$ cat src/rtl/blink_pkg.sv
// Package: shared types and helpers for the multi-rate blinker.
// Assumes every rate is at most CLK_HZ/2, so each half-period is at least 1.
package blink_pkg;

    localparam int unsigned NUM_RATES = 4;
    localparam int unsigned SEL_W     = $clog2(NUM_RATES);

    // Select codes; the order is the behaviour.
    typedef enum logic [SEL_W-1:0] {
        RATE_FAST   = 2'b00,
        RATE_MID    = 2'b01,
        RATE_SLOW   = 2'b10,
        RATE_SLOWER = 2'b11
    } rate_sel_e;

    // Clocks between toggles for one rate: clk / (2 * rate), floor 1.
    function automatic int unsigned half_period(input int unsigned clk_hz,
                                                input int unsigned rate_hz);
        int unsigned h;
        h = clk_hz / (2 * rate_hz);
        return (h == 0) ? 1 : h;
    endfunction

    // Counter width able to hold values 0 .. half-1, minimum one bit.
    function automatic int unsigned count_width(input int unsigned half);
        return (half > 1) ? $clog2(half) : 1;
    endfunction

endpackage

$ cat src/rtl/blink_toggle_gen.sv
// Module: one free-running square-wave divider.
// Counts 0..HALF-1. On the HALF-1 edge it wraps to 0 and inverts the wave.
// It runs at all times, with no enable.
// Assumes HALF >= 1 and a synchronous active-low reset.
module blink_toggle_gen #(
    parameter int unsigned HALF = 10
) (
    input  logic clk,
    input  logic rst_n,
    output logic wave
);
    import blink_pkg::*;

    localparam int unsigned CW = count_width(HALF);
    localparam logic [CW-1:0] LAST = CW'(HALF - 1);

    logic [CW-1:0] cnt_q;
    logic          wave_q;
    logic          at_last;

    assign at_last = (cnt_q == LAST);

    // Purpose: advance the half-period counter and wrap it at the last count.
    always_ff @(posedge clk) begin
        if (!rst_n) begin
            cnt_q <= '0;
        end else if (at_last) begin
            cnt_q <= '0;
        end else begin
            cnt_q <= cnt_q + 1'b1;
        end
    end

    // Purpose: invert the square wave in the cycle where the counter wraps.
    always_ff @(posedge clk) begin
        if (!rst_n) begin
            wave_q <= 1'b0;
        end else if (at_last) begin
            wave_q <= ~wave_q;
        end
    end

    assign wave = wave_q;

    AST_CNT_IN_RANGE: assert property (@(posedge clk) disable iff (!rst_n)
        cnt_q <= LAST);

    AST_FLIP_AT_WRAP: assert property (@(posedge clk) disable iff (!rst_n)
        at_last |=> (wave_q != $past(wave_q)) && (cnt_q == '0));

    AST_HOLD_MID_PERIOD: assert property (@(posedge clk) disable iff (!rst_n)
        !at_last |=> $stable(wave_q));

    AST_RESET_CLEARS: assert property (@(posedge clk)
        !rst_n |=> (cnt_q == '0) && !wave_q);

endmodule

$ cat src/rtl/blink_rate_mux.sv
// Module: combinational four-way wave selector followed by the enable gate.
// No clock is involved, so a switch change shows on the output in the same cycle.
// Assumes the waves are indexed by the select code of R3.
module blink_rate_mux #(
    parameter int unsigned N     = 4,
    parameter int unsigned SEL_W = 2
) (
    input  logic [N-1:0]     waves,
    input  logic [SEL_W-1:0] sel,
    input  logic             enable,
    output logic             out
);
    logic picked;

    // Purpose: pass the wave chosen by sel, or 0 for an index out of range.
    always_comb begin
        picked = 1'b0;
        for (int i = 0; i < N; i++) begin
            if (sel == SEL_W'(i)) begin
                picked = waves[i];
            end
        end
    end

    // Purpose: force the output low while the enable switch is off.
    always_comb begin
        out = enable & picked;
    end

    always_comb begin
        AST_GATE_OFF: assert (enable || !out);
    end

endmodule

$ cat src/rtl/multi_rate_blinker.sv
// Module: top of the multi-rate LED blinker.
// Four dividers run in parallel. A combinational selector and the enable gate drive the LED.
// Assumes the switches are already synchronous and debounced,
// and that every rate is at most CLK_HZ/2.
module multi_rate_blinker #(
    parameter int unsigned CLK_HZ   = 25_000_000,
    parameter int unsigned RATE0_HZ = 100,
    parameter int unsigned RATE1_HZ = 50,
    parameter int unsigned RATE2_HZ = 10,
    parameter int unsigned RATE3_HZ = 1
) (
    input  logic       clk,
    input  logic       rst_n,
    input  logic       led_en,
    input  logic [1:0] rate_sel,
    output logic       led
);
    import blink_pkg::*;

    localparam int unsigned RATES [NUM_RATES] = '{RATE0_HZ, RATE1_HZ, RATE2_HZ, RATE3_HZ};

    logic [NUM_RATES-1:0] waves;

    // One divider per rate; all run concurrently.
    for (genvar k = 0; k < NUM_RATES; k++) begin : g_rate
        localparam int unsigned HALF_K = half_period(CLK_HZ, RATES[k]);

        blink_toggle_gen #(
            .HALF (HALF_K)
        ) u_gen (
            .clk   (clk),
            .rst_n (rst_n),
            .wave  (waves[k])
        );
    end

    blink_rate_mux #(
        .N     (NUM_RATES),
        .SEL_W (SEL_W)
    ) u_mux (
        .waves  (waves),
        .sel    (rate_sel),
        .enable (led_en),
        .out    (led)
    );

    AST_LED_TRACKS_SEL: assert property (@(posedge clk) disable iff (!rst_n)
        led_en |-> (led == waves[rate_sel]));

    AST_LED_DARK_OFF: assert property (@(posedge clk) disable iff (!rst_n)
        !led_en |-> !led);

    AST_LED_DARK_RESET: assert property (@(posedge clk)
        !rst_n |=> !led);

endmodule

$ cat config.mk
export PLATFORM = sky130hd
export DESIGN_NAME = multi_rate_blinker
export DESIGN_NICKNAME = d
export VERILOG_FILES = /design/src/rtl/blink_pkg.sv /design/src/rtl/blink_toggle_gen.sv /design/src/rtl/blink_rate_mux.sv /design/src/rtl/multi_rate_blinker.sv
export SDC_FILE = /design/constraint.sdc
export NUM_CORES = 1
export LEC_CHECK = 0
export BUFFER_PORTS_ARGS = -buffer_cell sky130_fd_sc_hd__buf_2
export CAP_MARGIN = 30
export CORE_UTILIZATION = 55
export DETAILED_ROUTE_END_ITERATION = 7
export PLACE_DENSITY = 0.84
export SLEW_MARGIN = 5
export SYNTH_ARGS = -nofsm -noshare
export SYNTH_HDL_FRONTEND = slang
export SYNTH_SLANG_ARGS = --single-unit
$ cat constraint.sdc
create_clock -name clk -period 1.9 [get_ports clk]
set_input_delay 0.285 -clock clk [delete_from_list [all_inputs] [get_ports clk]]
set_output_delay 0.285 -clock clk [all_outputs]
set_load 0.02 [all_outputs]
-- After elaboration in Yosys (flattened, before gate mapping)
Cells that the tools add are included.
- register bits after elaboration: 84
- input port bits: 5
- output and inout port bits: 1
- add/subtract/negate cells: 4
- equal/unequal tests: 7
- muxes and demuxes: 4
- bitwise gates (word level): 6
- reduce and logical (&&, ||, !) cells: 5
- operators by type and width (kind ; number):
    adder 24 x 1 -> 24 bit, second input constant ; 1
    equality test 24 bit, second input constant ; 1
    adder 21 x 1 -> 21 bit, second input constant ; 1
    equality test 21 bit, second input constant ; 1
    adder 18 x 1 -> 18 bit, second input constant ; 1
    equality test 18 bit, second input constant ; 1
    adder 17 x 1 -> 17 bit, second input constant ; 1
    equality test 17 bit, second input constant ; 1
    OR reduction 2 bit ; 4
    NOT 1 bit ; 5
    equality test 2 bit, second input constant ; 2
    2-to-1 mux 1 bit ; 4
    equality test 2 x 1 -> 1 bit, second input constant ; 1
    logical NOT 2 bit ; 1
    AND 1 bit ; 1

-- Longest topological paths before layout
- depth after elaboration: 6
- depth in mapped cells: 6
- gate-level depth less buffers: 5

-- Modules after synthesis
From an unflattened synthesis, not the netlist that was laid out.
- cell total of the unflattened synthesis: 445
- area total of the unflattened synthesis: 3920.0 µm²
- by module, submodules not included (module ; times used ; cells each ; area each (µm²) ; sequential area each (µm²)):
    blink_toggle_gen (g_rate[3].u_gen) ; 1 ; 132 ; 1139.8 ; 500.5
    blink_toggle_gen (g_rate[2].u_gen) ; 1 ; 118 ; 1017.2 ; 440.4
    blink_toggle_gen (g_rate[1].u_gen) ; 1 ; 101 ; 910.9 ; 380.4
    blink_toggle_gen (g_rate[0].u_gen) ; 1 ; 92 ; 823.3 ; 360.3
    blink_rate_mux ; 1 ; 2 ; 28.8 ; 0.0

-- Worst setup path after synthesis
OpenSTA, ideal clock, no wires.
- path type: register to register
- start: reg g_rate[3].u_gen.cnt_q[0]
- end: reg g_rate[3].u_gen.cnt_q[22]
- setup time: 0.070 ns
- data arrival time: 1.963 ns
- data required time: 1.830 ns
- slack: -0.132 ns
- stages on the path, launching flop included: 7
- period minus slack after synthesis: 2.032 ns
- cells stage by stage: dfxtp_1 -> ha_1 -> nand3_2 -> or4_1 -> clkbuf_1 -> or4_1 -> a21oi_1
- cells in the longest elaborated chain, start to end: 2
- elaborated cells on any way between the ends: 3
- RTL lines (what ; line ; RTL):
    start, declared ; blink_toggle_gen.sv:17 ; logic [CW-1:0] cnt_q;
    start signal, assigned ; blink_toggle_gen.sv:30 ; cnt_q <= cnt_q + 1'b1;
    branches (longest 2 deep; another with adder 24 x 1 -> 24 bit) ; n/a ;
Parallel ways; which one is timed is not known.
A chain may end at the register's enable or synchronous reset.

-- Worst setup path in the final report
- start: reg g_rate[3].u_gen.cnt_q[1]
- end: reg g_rate[3].u_gen.cnt_q[18]
Same word-level chain as after synthesis.

==> summary.txt <==
Status
  • Status: finished, violations left
  • Failing checks: design-rule violations

Setup path
  • Levels on crit path: 6
  • Worst endpoint required time: approximately 2200 ps
  • Critical Path AT: ~2200 ps
  • Crit path max-delay family: simple AND/OR/NAND/NOR gates
  • Crit path max fanout: 6
  • CP Capture Type: flip-flop
  • Slowest library cell on the worst path: or4_4
  • CP Launch Type: flip-flop
  • Critical path origin: g_rate[3].u_gen.cnt_q[1]
  • Worst Setup EP: g_rate[3].u_gen.cnt_q[18]
  • Worst flop-to-flop path endpoint: g_rate[3].u_gen.cnt_q[18]
  • Reg2reg path depth: 6
  • CP peak stage delay: ~560 ps
  • WS Path Type: flip-flop to flip-flop
  • Reg-to-Reg Start: g_rate[3].u_gen.cnt_q[1]
  • Reg2Reg Setup Slack: between 3 and 4 ps
  • WP buf/inv: 1
  • Crit path cell chain: ha_4, nand3_4, or4_4, buf_4, or3_1, a21oi_2

Placement
  • Placed insts: between 500 and 600
  • Port Buffer Count: 5
  • Place WS: approximately 20 ps
  • DP HPWL: between 5000 and 6000 um
  • Routability cong.: around 0.79

Drt
  • Vias: 3233
  • First-pass DRT Iterations: 6
  • Iteration-0 DRC Markers: between 100 and 150
  • DRT Wirelength: between 7000 and 8000 um
  • Via density: 5.87
  • Final ANT Viol Nets: 0
  • Post-route DRC: 1
  • Wire per inst: about 14 um

Clock tree
  • Clock-pin slew on the worst setup and hold paths: 90 ps
  • H-tree depth: 3
  • Root buf cell: clkbuf_8
  • CTS tree: built
  • Num CTS Buffers: 9
  • Clk_lat worst skew: around 350 ps
  • CTS sink cnt: 84
  • Postcts setup bufs: 0
  • Clock buffer depth: 2

Floorplan
  • Initial Util: about 58%
  • Core Box Area: about 0.0065 mm^2
  • Die ar.: just over 0.007 mm^2
  • Die height: roughly 85 um
  • # rows: 29
  • Die Wd: 85.0 um
  • Io pins: 6

STA
  • Max Transition Viols Final: 0
  • Clk_skew: 9.29 ps
  • RSZ-0062 raised after global routing: yes
  • Relative slew slack: 70.1%
  • Final count of hold timing violations: 0
  • Final worst-path setup slack: 3.24 ps
  • Slew @ Worst Pin: about 440 ps
  • Min Tclk post-route: about 1900 ps
  • # setup viols final: 0
  • F_max: 0.527 GHz
  • Fin crit share: between 90% and 100%

Logic synthesis
  • Top post-synthesis cells by area: dfxtp_1, xnor2_1, nor2_1, xor2_1, nand3_1
  • Register area share after synthesis: about 44%
  • Yosys top cell area share: between 40% and 50%
  • Gate Count Post-Synth: around 440
  • Synth Warn #: 0
  • Post-synthesis register bit count: 84
  • Cell taking the most area after synthesis: dfxtp_1
  • Post-Synthesis Cell Area: around 0.0038 mm^2
  • Syn avg cell area: 8.70 um^2
  • Synth unique cells: 31
  • Post-synth net total: between 400 and 500

Layout
  • Share of cells above drive strength 1: 14.1%
  • Layout Cells excl Fill: 551
  • Layout fillers: just over 500
  • Synth-to-Final Area Change: 14.6%
  • Ant diodes: 0
  • Nets: around 480

Worst hold path
  • Min-Delay Path Class: input port to flip-flop

GRT
  • GRT Residual Overflow: 0
  • Initial antenna violation count: 0
  • Global-route wire length before repair: around 13000 um
  • Number of global-route vias before repair: slightly below 3000
  • Pin count of the biggest net entering global routing: 22
  • Tot GR Track Use: 22.0%

Power and ir drop
  • Leak: 1.43 nW
  • VDD IR max: 0.436 mV
  • Total power: 3.11 mW
  • Pwr per Cell Area: a little over 700 mW/mm^2

Flow run
  • Max cap viols: 0
cell type report:
type / instances / area [um^2] / area share (%)
repair buffers: 34 / 254 / 5.86
flip-flops and latches: 84 / 1690 / 39.0
clock buffers: 12 / 155 / 3.58
well taps: 77 / 96.3 / 2.22
multi-input cells: 324 / 2050 / 47.2
clock inverters: 4 / 32.5 / 0.750
inverters: 16 / 60.1 / 1.38
report_power, final:
part	switching, mW	internal, mW	leakage, nW
Combinational	0.0640	0.0471	0.655
Sequential	0.0227	1.78	0.682
Clock	0.646	0.554	0.0892
what timing repair did:
action                                  CTS  global route
hold buffers                              0             0
gates resized for setup                   0            13
endpoints found under the setup margin    0            27
synth_stat cells, drive strengths merged:
library cell and number:
or4b 2, xor2 18, a31o 1, o31ai 8, nor3 8, nand4bb 1
nand3 29, and3 7, mux4 1, nor4b 5, clkbuf 8, ha 5
buf 3, and2 3, dfxtp 84, or4 11, nand4 21, nand2b 1
or3 22, nor4bb 2, nor2 65, xnor2 33, nor4 11, a21oi 25
inv 16, nand2 19, and4 6, o21ai 20
how the worst min path moves through the flow:
stage	endpoint	depth (start not counted)	slack, ps	start
after floorplan	g_rate[2].u_gen.cnt_q[0]	1	410	g_rate[2].u_gen.cnt_q[0]
after global placement	g_rate[2].u_gen.cnt_q[0]	1	420	g_rate[2].u_gen.cnt_q[0]
after detailed placement	g_rate[2].u_gen.cnt_q[0]	1	430	g_rate[2].u_gen.cnt_q[0]
after CTS	g_rate[0].u_gen.wave	3	370	rst_n
after global routing	g_rate[2].u_gen.wave	3	390	rst_n
final	g_rate[3].u_gen.cnt_q[1]	4	390	rst_n
layout by cell type, fill, tap and decap left out, drive strengths merged, types with 18 or more instances in the layout:
cell type  instances
xor2              18
or3               22
dfxtp             84
nor2              65
o21ai             20
nand4             21
xnor2             33
nand3             29
a21oi             25
nand2             19
buf               34
worst min-delay path, delay by kind of cell:
kind                   cells  cell delay [ps]
AO/OA/AOI/OAI              1              100
buffers and inverters      2              290
AND/OR/NAND/NOR            1               40
routing by layer:
metal  share of wire [%]  global-route usage, %
met5                   0                      0
met4                 2.2                   11.4
met3                 2.8                   3.40
met2                  49                   37.3
met1                  46                   27.1
kinds of logic (layout without fill, tap and decap cells):
family / count (synthesis) / in the layout / share of synthesized area (%)
and+or+nand+nor: 213 / 213 / 31.0
DFF: 84 / 84 / 44.4
AOI/OAI and AO/OA: 54 / 54 / 7.77
xor gates and xnor gates: 51 / 51 / 11.8
buffers and inverters: 27 / 66 / 2.78
adders and majority gates: 5 / 5 / 1.65
muxes: 1 / 1 / 0.595
registers in the layout (all words and copies together) (netlist names):
register / count
g_rate.u_gen.cnt_q: 80
g_rate.u_gen.wave: 4
metrics by stage:
stage	cell area [um^2]	utilization (%)	hold slack [ps]	TNS (ps)
3_3_place_gp	4110	63.2	425	0
5_1_grt	4340	66.8	393	-182
6_report	4340	66.8	390	0
3_5_place_dp	4110	63.2	432	0
4_1_cts	4290	66.1	368	0
2_1_floorplan	3810	-	413	-15.1
No activity file was read; power rests on OpenSTA's default activity.
